## config.mk

```make
export PLATFORM = sky130hd
export DESIGN_NAME = seg_xlate_unit
export DESIGN_NICKNAME = d
export VERILOG_FILES = /design/src/rtl/seg_xlate_pkg.sv /design/src/rtl/seg_regfile.sv /design/src/rtl/seg_match.sv /design/src/rtl/seg_pick.sv /design/src/rtl/seg_xlate_unit.sv
export SDC_FILE = /design/constraint.sdc
export NUM_CORES = 2
export LEC_CHECK = 0
export BUFFER_PORTS_ARGS = -buffer_cell sky130_fd_sc_hd__buf_2
export CAP_MARGIN = 0
export CORE_ASPECT_RATIO = 1.4
export CORE_MARGIN = 2
export CORE_UTILIZATION = 40
export CTS_CLUSTER_DIAMETER = 40
export DETAILED_ROUTE_END_ITERATION = 16
export GPL_TIMING_DRIVEN = 0
export PLACE_DENSITY = 0.62
export SYNTH_ARGS = -nofsm -noshare
export SYNTH_HDL_FRONTEND = slang
export SYNTH_SLANG_ARGS = --single-unit
```

## constraint.sdc

```tcl
create_clock -name clk_i -period 6.2 [get_ports clk_i]
set_input_delay 0.93 -clock clk_i [delete_from_list [all_inputs] [get_ports clk_i]]
set_output_delay 0.93 -clock clk_i [all_outputs]
set_load 0.02 [all_outputs]
```

## src/rtl/seg_xlate_pkg.sv

```systemverilog
package seg_xlate_pkg;
  localparam int LADDR_W = 32;
  localparam int PADDR_W = 36;
  localparam int PAGE_W  = 12;
  localparam int BASE_W  = LADDR_W - PAGE_W;
  localparam int RADDR_W = PADDR_W - PAGE_W;
  localparam int SIZE_W  = 5;
  localparam int PERM_W  = 6;
  localparam int MIN_CODE = PAGE_W - 1;
  localparam int WORD_W  = 32;

  typedef enum logic [1:0] {
    ACC_READ  = 2'b00,
    ACC_WRITE = 2'b01,
    ACC_EXEC  = 2'b10,
    ACC_RSVD  = 2'b11
  } acc_e;

  typedef struct packed {
    logic [BASE_W-1:0]  base;
    logic [SIZE_W-1:0]  size;
    logic [RADDR_W-1:0] raddr;
    logic [PERM_W-1:0]  perm;
  } seg_t;

  // 2 GB identity for the low half, high half lifted to 8:0000_0000
  localparam seg_t SEG0_RST = '{base: '0, size: 5'h1E, raddr: '0, perm: '1};
  localparam seg_t SEG1_RST = '{base: 20'h80000, size: 5'h1E, raddr: 24'h800000, perm: '1};

  function automatic logic [WORD_W-1:0] pack_hi(seg_t s);
    return {s.base, {(WORD_W-BASE_W-SIZE_W){1'b0}}, s.size};
  endfunction

  function automatic logic [WORD_W-1:0] pack_lo(seg_t s);
    return {s.raddr, {(WORD_W-RADDR_W-PERM_W){1'b0}}, s.perm};
  endfunction
endpackage

```

## src/rtl/seg_regfile.sv

```systemverilog
module seg_regfile
  import seg_xlate_pkg::*;
#(
  parameter int NUM_SEG = 16,
  localparam int IDX_W = $clog2(NUM_SEG)
) (
  input  logic              clk_i,
  input  logic              rst_ni,
  input  logic              we_i,
  input  logic [IDX_W-1:0]  idx_i,
  input  logic              hi_i,
  input  logic [WORD_W-1:0] wdata_i,
  output logic [WORD_W-1:0] rdata_o,
  output seg_t              seg_o [NUM_SEG]
);
  seg_t ent_q [NUM_SEG];

  for (genvar i = 0; i < NUM_SEG; i++) begin : g_ent
    localparam seg_t RST = (i == 0) ? SEG0_RST : (i == 1) ? SEG1_RST : '0;
    always_ff @(posedge clk_i or negedge rst_ni) begin
      if (!rst_ni) begin
        ent_q[i] <= RST;
      end else if (we_i && idx_i == IDX_W'(i)) begin
        if (hi_i) begin
          ent_q[i].base <= wdata_i[WORD_W-1 -: BASE_W];
          ent_q[i].size <= wdata_i[SIZE_W-1:0];
        end else begin
          ent_q[i].raddr <= wdata_i[WORD_W-1 -: RADDR_W];
          ent_q[i].perm  <= wdata_i[PERM_W-1:0];
        end
      end
    end
    assign seg_o[i] = ent_q[i];
  end

  assign rdata_o = hi_i ? pack_hi(ent_q[idx_i]) : pack_lo(ent_q[idx_i]);

  logic unused_w;
  assign unused_w = ^wdata_i[WORD_W-RADDR_W-1:PERM_W] ^ ^wdata_i[WORD_W-BASE_W-1:SIZE_W];
endmodule

```

## src/rtl/seg_match.sv

```systemverilog
module seg_match
  import seg_xlate_pkg::*;
(
  input  seg_t               seg_i,
  input  logic [BASE_W-1:0]  page_i,
  output logic               match_o,
  output logic [RADDR_W-1:0] ppage_o
);
  logic [BASE_W-1:0] low_mask;
  logic              enabled;

  // low_mask marks page bits inside the segment (code - MIN_CODE of them)
  always_comb begin
    for (int b = 0; b < BASE_W; b++)
      low_mask[b] = (int'(seg_i.size) - MIN_CODE) > b;
  end

  assign enabled = int'(seg_i.size) >= MIN_CODE;
  assign match_o = enabled && (((page_i ^ seg_i.base) & ~low_mask) == '0);
  assign ppage_o = (seg_i.raddr & ~RADDR_W'(low_mask)) | RADDR_W'(page_i & low_mask);
endmodule

```

## src/rtl/seg_pick.sv

```systemverilog
module seg_pick
  import seg_xlate_pkg::*;
#(
  parameter int NUM_SEG = 16,
  localparam int IDX_W = $clog2(NUM_SEG)
) (
  input  logic [NUM_SEG-1:0] match_i,
  input  logic [RADDR_W-1:0] ppage_i [NUM_SEG],
  input  seg_t               seg_i [NUM_SEG],
  input  logic               user_i,
  input  acc_e               acc_i,
  output logic               found_o,
  output logic [IDX_W-1:0]   idx_o,
  output logic [RADDR_W-1:0] ppage_o,
  output logic               allow_o
);
  logic [PERM_W-1:0] perm;
  logic [2:0]        mode_bits; // {x, w, r}

  // ascending scan, later hits override: highest index wins
  always_comb begin
    found_o = 1'b0;
    idx_o   = '0;
    for (int s = 0; s < NUM_SEG; s++) begin
      if (match_i[s]) begin
        found_o = 1'b1;
        idx_o   = IDX_W'(s);
      end
    end
  end

  assign ppage_o   = ppage_i[idx_o];
  assign perm      = seg_i[idx_o].perm;
  assign mode_bits = user_i ? perm[5:3] : perm[2:0];

  always_comb begin
    unique case (acc_i)
      ACC_READ:  allow_o = mode_bits[0];
      ACC_WRITE: allow_o = mode_bits[1];
      ACC_EXEC:  allow_o = mode_bits[2];
      default:   allow_o = 1'b0;
    endcase
  end
endmodule

```

## src/rtl/seg_xlate_unit.sv

```systemverilog
module seg_xlate_unit
  import seg_xlate_pkg::*;
#(
  parameter int NUM_SEG = 16,
  localparam int IDX_W = $clog2(NUM_SEG)
) (
  input  logic               clk_i,
  input  logic               rst_ni,
  input  logic               cfg_we_i,
  input  logic [IDX_W-1:0]   cfg_idx_i,
  input  logic               cfg_hi_i,
  input  logic [WORD_W-1:0]  cfg_wdata_i,
  output logic [WORD_W-1:0]  cfg_rdata_o,
  input  logic               req_valid_i,
  input  logic [LADDR_W-1:0] req_addr_i,
  input  logic [1:0]         req_type_i,
  input  logic               req_user_i,
  output logic [PADDR_W-1:0] phys_addr_o,
  output logic               hit_o,
  output logic               fault_o
);
  seg_t               seg [NUM_SEG];
  logic [NUM_SEG-1:0] match_vec;
  logic [RADDR_W-1:0] ppage [NUM_SEG];
  logic               found, allow;
  logic [IDX_W-1:0]   win_idx;
  logic [RADDR_W-1:0] win_ppage;
  logic               fault_q;

  seg_regfile #(.NUM_SEG(NUM_SEG)) i_regs (
    .clk_i   (clk_i),
    .rst_ni  (rst_ni),
    .we_i    (cfg_we_i),
    .idx_i   (cfg_idx_i),
    .hi_i    (cfg_hi_i),
    .wdata_i (cfg_wdata_i),
    .rdata_o (cfg_rdata_o),
    .seg_o   (seg)
  );

  for (genvar i = 0; i < NUM_SEG; i++) begin : g_match
    seg_match i_match (
      .seg_i   (seg[i]),
      .page_i  (req_addr_i[LADDR_W-1:PAGE_W]),
      .match_o (match_vec[i]),
      .ppage_o (ppage[i])
    );
  end

  seg_pick #(.NUM_SEG(NUM_SEG)) i_pick (
    .match_i (match_vec),
    .ppage_i (ppage),
    .seg_i   (seg),
    .user_i  (req_user_i),
    .acc_i   (acc_e'(req_type_i)),
    .found_o (found),
    .idx_o   (win_idx),
    .ppage_o (win_ppage),
    .allow_o (allow)
  );

  assign hit_o       = req_valid_i && found && allow;
  assign phys_addr_o = hit_o ? {win_ppage, req_addr_i[PAGE_W-1:0]} : '0;

  always_ff @(posedge clk_i or negedge rst_ni) begin
    if (!rst_ni) fault_q <= 1'b0;
    else         fault_q <= req_valid_i && !hit_o;
  end
  assign fault_o = fault_q;


  win_match_chk: assert property (@(posedge clk_i) disable iff (!rst_ni)
    found |-> match_vec[win_idx]);

  win_highest_chk: assert property (@(posedge clk_i) disable iff (!rst_ni)
    found |-> ((match_vec >> win_idx) >> 1) == '0);

  hit_needs_req_chk: assert property (@(posedge clk_i) disable iff (!rst_ni)
    hit_o |-> req_valid_i);

  miss_zero_addr_chk: assert property (@(posedge clk_i) disable iff (!rst_ni)
    !hit_o |-> phys_addr_o == '0);

  fault_follow_chk: assert property (@(posedge clk_i) disable iff (!rst_ni)
    (req_valid_i && !hit_o) |=> fault_o);

  fault_quiet_chk: assert property (@(posedge clk_i) disable iff (!rst_ni)
    !req_valid_i |=> !fault_o);
endmodule

```

Word level (Yosys, flattened, before mapping). Cells that the tools add are included.

$add $sub $neg: 16. Equal/unequal tests: 17. Reduce and logical (&&, ||, !) cells: 86. Bitwise operators: 115. Mux-type cells: 44. Order comparisons: 338.

Operators with widths (number): $gt A6 B5 Y1 const B (128); $and A20 B20 Y20 (32); $bmux W55 S4 (2); $and A24 B24 Y24 (16); $gt A6 B4 Y1 const B (64); $gt A6 B6 Y1 const B (64); $not A20 Y24 (16); $or A24 B24 Y24 (16); $logic_not A20 Y1 (16); $not A20 Y20 (16); $xor A20 B20 Y20 (16); $gt A6 B3 Y1 const B (32); $mux W55 (2); $bmux W24 S4 (1); $gt A6 B1 Y1 const B (16); $gt A6 B2 Y1 const B (16); $sub A5 B4 Y6 const B (16); $ge A5 B4 Y1 const B (16); $reduce_and A2 Y1 (32); $mux W24 (2); $mux W36 (1); $logic_and A1 B1 Y1 (35); $eq A4 B4 Y1 const B (8); $mux W32 (1); other kinds (17) (52).

Output and inout port bits: 70. Flip-flop bits (word level): 881.

Longest topological paths before layout.
Depth after elaboration: 30. Mapped depth: 23.

By module. A second synthesis with hierarchy kept.

Cells, all modules: 6563. Area, all modules: 66364.9 sq um.

By module, submodules not included: seg_regfile (sequential area each 22048.6 sq um, area each 40306.2 sq um, times used 1, cells an instance 2638); seg_match at g_match[0].i_match ... (sequential area each 0.0 sq um, area each 1282.5 sq um, times used 15, cells an instance 178); seg_pick (sequential area each 0.0 sq um, area each 4829.6 sq um, times used 1, cells an instance 997); seg_match at g_match[2].i_match (sequential area each 0.0 sq um, area each 1536.5 sq um, times used 1, cells an instance 207); seg_xlate_unit (sequential area each 25.0 sq um, area each 455.4 sq um, times used 1, cells an instance 51).

Worst setup path before layout. No wires, ideal clock.

Path kind: input port to output port. Start point: input req_addr_i[28]. End point: output phys_addr_o[33]. Arrival time: 4868 ps. Stages: 17. Slack: 402 ps. Path buffers: 3. Required time: 5270 ps. Cell sequence: clkbuf_1 > xnor2_1 > nand3_1 > maj3_1 > a2111oi_1 > o2111ai_1 > or3_1 > and2_4 > a211o_4 > nand2_8 > mux4_2 > a211o_1 > a21o_1 > a211oi_2 > buf_6 > buf_6 > a21oi_1.

Cells in the longest elaborated chain, start to end: 27. Elaborated cells on any way between the ends: 107.

Ends and longest elaborated chain: start, declared (line seg_xlate_unit.sv:15) `input logic [LADDR_W-1:0] req_addr_i,`; $xor A20 B20 Y20 (line seg_match.sv:19) `assign match_o = enabled && (((page_i ^ seg_i.base) & ~low_mask) == '0);`; $and A20 B20 Y20 (line seg_match.sv:19); $logic_not A20 Y1 (line seg_match.sv:19); $logic_and A1 B1 Y1 (line seg_match.sv:19); $mux W1 (line seg_pick.sv:25) `if (match_i[s]) begin`; $mux W2 (2 in a row) (line seg_pick.sv:25); $mux W3 (4 in a row) (line seg_pick.sv:25); $mux W4 (8 in a row) (line seg_pick.sv:25); $not A4 Y5 (not written as such) (line seg_pick.sv:32, seg_pick.sv:33); $bmux W55 S4 (line seg_pick.sv:33) `assign perm = seg_i[idx_o].perm;`; $mux W6 (not written as such) (2 in a row) (line seg_pick.sv:33); $mux W3 (line seg_pick.sv:34) `assign mode_bits = user_i ? perm[5:3] : perm[2:0];`; $pmux W1 S3 (line seg_pick.sv:37) `unique case (acc_i)`; $logic_and A1 B1 Y1 (line seg_xlate_unit.sv:62) `assign hit_o = req_valid_i && found && allow;`; $mux W36 (*) (line seg_xlate_unit.sv:63) `assign phys_addr_o = hit_o ? {win_ppage, req_addr_i[PAGE_W-1:0]} : '0;`; end, declared (line seg_xlate_unit.sv:18) `output logic [PADDR_W-1:0] phys_addr_o,`.

Every way passes the cells marked *; elsewhere a longest branch is shown, timed or not. The select of a mux whose other input is x is not followed.

Final worst setup path.
Start point: input req_addr_i[20]. End point: output phys_addr_o[30].

Same word-level chain as after synthesis.

==> impl_metrics.py <==
metrics = {
    "status": {
        "run_status": "finished, violations left",
        "violations": "max-capacitance violations, max-slew violations, negative setup slack",
    },
    "timing": {
        "setup_viol": 59,
        "period_minus_slack_ns": 7.65,
        "hold_viol": 0,
        "slew_viol_final": 80,
        "min_period_over_period_pct": 123,
        "clock_skew_ns": 0.0401,
        "setup_tns_ns": -47.46,
        "worst_pin_slew_ns": 2.55,
        "setup_ws_ns": -1.45,
        "maxSlewHeadroom_pct": -70.3,
        "rsz0062_at_grt": "yes",
        "max_freq_mhz": 131,
    },
    "synth": {
        "ys_ff_latch": 881,
        "synthTopCellsByArea": "dfrtp_1, mux2_2, mux4_2",
        "avgSynthCellArea_um2": 10.7,
        "synthCells": 5937,
        "synth.top_cell.area_share_pct": 34.0,
        "async_flop_share_pct": 100,
        "synth_top_area_cell": "dfrtp_1",
        "synth_ff_type": "dfrtp_1",
        "syn_area_mm2": 0.0633,
        "synth-seq-area-share_pct": 34.9,
        "synth.distinct_cells": 114,
        "yosysWarnings": 0,
        "synth_edf_count": 0,
    },
    "worst_hold_path": {
        "hp-class": "in -> async",
    },
    "clock_tree": {
        "clock-sinks": 881,
        "tritoncts": "yes",
        "clk_latency_ns": 0.88,
        "cts_buffers": 155,
        "clock-root-buffer": "clkbuf_16",
        "clk_pin_slew_ns": 0.06,
        "h-tree-depth": 4,
        "cts_max_path_buffers": 3,
    },
    "power": {
        "p_comb_share_pct": 46.3,
        "internal_power_w": 0.0181,
        "vdd_ir_drop_max_uv": 293,
        "power_frac_seq_pct": 25.3,
        "finalPower_w": 0.0330,
        "p_leak_nw": 33.9,
        "p_per_area_mw_per_mm2": 404,
        "p_sw_share_pct": 45.3,
        "power.net_switching_w": 0.0150,
        "clkPwrFrac_pct": 28.5,
    },
    "floorplanning": {
        "core_mm2": 0.157,
        "ioPinCount": 146,
        "dieArea_mm2": 0.161,
        "die_h_um": 475,
        "die_w_um": 340,
        "initial_core_util_pct": 40.3,
        "floorplan.rows": 172,
    },
    "placement": {
        "post_dp_cell_area_mm2": 0.0671,
        "dp_hpwl_mm": 342,
        "placed_cells": 8178,
        "io_buffers": 119,
        "gp_congestion": 1.15,
    },
    "job": {
        "maxCapViolCount": 14,
    },
    "global_route": {
        "grt_pass1_vias": 60800,
        "track_usage_pct": 55.4,
        "grt_max_degree": 128,
        "grt_pass1_wl_mm": 591,
        "antenna_found_initial": 91,
        "grt_overflow": 0,
    },
    "layout": {
        "final_area_mm2": 0.0817,
        "syn2layout_area_growth_pct": 29.2,
        "layout_common_cells": "mux2_2, dfrtp_1, buf_4",
        "fin_nets": 6678,
        "finish.utilization_pct": 52.1,
        "stdcell_count": 8851,
        "drive_gt1_share_pct": 42.7,
        "final_common_cell": "mux2_2",
    },
    "drt": {
        "vias": 66500,
        "firstDrtPassIters": 8,
        "wl_mm": 459,
        "first_iter_violations": 9814,
        "post-route-drc-count": 0,
        "wire_per_inst_um": 51.9,
        "ant_nets": 0,
        "routed_via_density": 7.51,
    },
    "worst_setup_path": {
        "reg2reg_slack_ns": 0.81,
        "crit_path_start_kind": "input port",
        "critical-path-top-delay-family": "buffers and inverters",
        "cpPeakStageDelay_ns": 0.71,
        "critical-path-top-cell-by-count": "buf_16",
        "end_kind": "output port",
        "worst-setup-path-type": "in -> out",
        "path_cells": "clkbuf_2 -> buf_2 -> xor2_1 -> o21ai_0 -> o21ai_0 -> a2111oi_0 -> nand4_1 -> buf_4 -> and2_4 -> a211oi_4 -> buf_12 -> nor2_4 -> buf_12 -> buf_16 -> buf_16 -> buf_16 -> nand3b_1 -> o311ai_4 -> o211ai_1 -> o221ai_4 -> a211oi_2 -> buf_4",
        "crit_required_ns": 5.27,
        "crit_buf_inv": 9,
        "critPathMaxFanout": 10,
        "arrival_ns": 6.72,
        "cpMaxStageDelayCell": "buf_2",
    },
}
## per-stage QoR
| step | setup WS [ns] | hold slack (ns) |
|---|---|---|
| global placement | -16.40 | 0.500 |
| floorplan | 0.402 | 0.487 |
| CTS | -1.06 | 0.0521 |
| finish | -1.45 | 0.0210 |
| detailed placement | -5.24 | 0.510 |
| global route | -1.39 | 0.0701 |
## registers in the layout, indices dropped and copies added, names as in the netlist
register,flops
i_regs.seg_o,880
fault_o,1
## repair_timing
action,in CTS,in global routing
gates resized for setup,1079,386
hold buffers,0,0
pin swaps,160,108
hold endpoints to repair,0,0
cloned,10,8
endpoints found under the setup margin,58,45
setup buffers,187,111
## power groups by stage
stage	sequential, W	clock, W	combinational [W]
3_3_place_gp	0.00825	0	0.0118
6_report	0.00834	0.00940	0.0153
3_5_place_dp	0.00829	0	0.0119
4_1_cts	0.00820	0.00934	0.0135
2_1_floorplan	0.00764	0	0.00666
5_1_grt	0.00835	0.00961	0.0152
## layout make-up
class,instances,area (um^2)
clock buffer,180,4150
tap,2088,2610
multi-input combinational,4365,42000
antenna,81,203
buffer,586,4430
fill,14100,75200
timing repair buffer,467,4440
sequential,881,22100
clock inverter,106,1420
inverter,97,372
## cell usage after synthesis (80+ instances only)
cell type,count
mux2i_1,161
nand3_1,80
nand2_1,270
buf_2,125
mux2_2,878
clkbuf_1,379
a21oi_1,225
or3_1,99
nor2_1,190
xnor2_1,163
o21ai_0,283
inv_1,89
and3_1,135
mux4_2,288
xor2_1,176
dfrtp_1,859
## logic make-up after synthesis
logic type	count (synthesis)	share of synthesized area (%)
buffers and inverters	692	4.59
XOR/XNOR	339	4.69
multiplexers	1327	28.4
AND/OR/NAND/NOR	1291	11.4
flip-flops	881	34.9
adder cells (fa/ha/maj)	51	1.00
other	1	0.00593
AO/OA/AOI/OAI	1355	15.0
## metal layers
layer	share of wire (%)	GRT usage, %
met4	13	55.9
met1	33	60.5
met3	14	26.9
met2	40	76.5
met5	0.073	0.423
## path summary, 6_finish.rpt
path,from,end,cells past startpoint
max in group asynchronous,rst_ni,i_regs.seg_o[690],5
worst min-delay path,rst_ni,i_regs.seg_o[215],1
min in group clk_i,cfg_wdata_i[4],i_regs.seg_o[169],2
worst max register to register,i_regs.seg_o[746],fault_o,23
worst min register to register,i_regs.seg_o[516],i_regs.seg_o[516],1
worst max-delay path,req_addr_i[20],phys_addr_o[30],22
(Power assumes the default switching activity.)
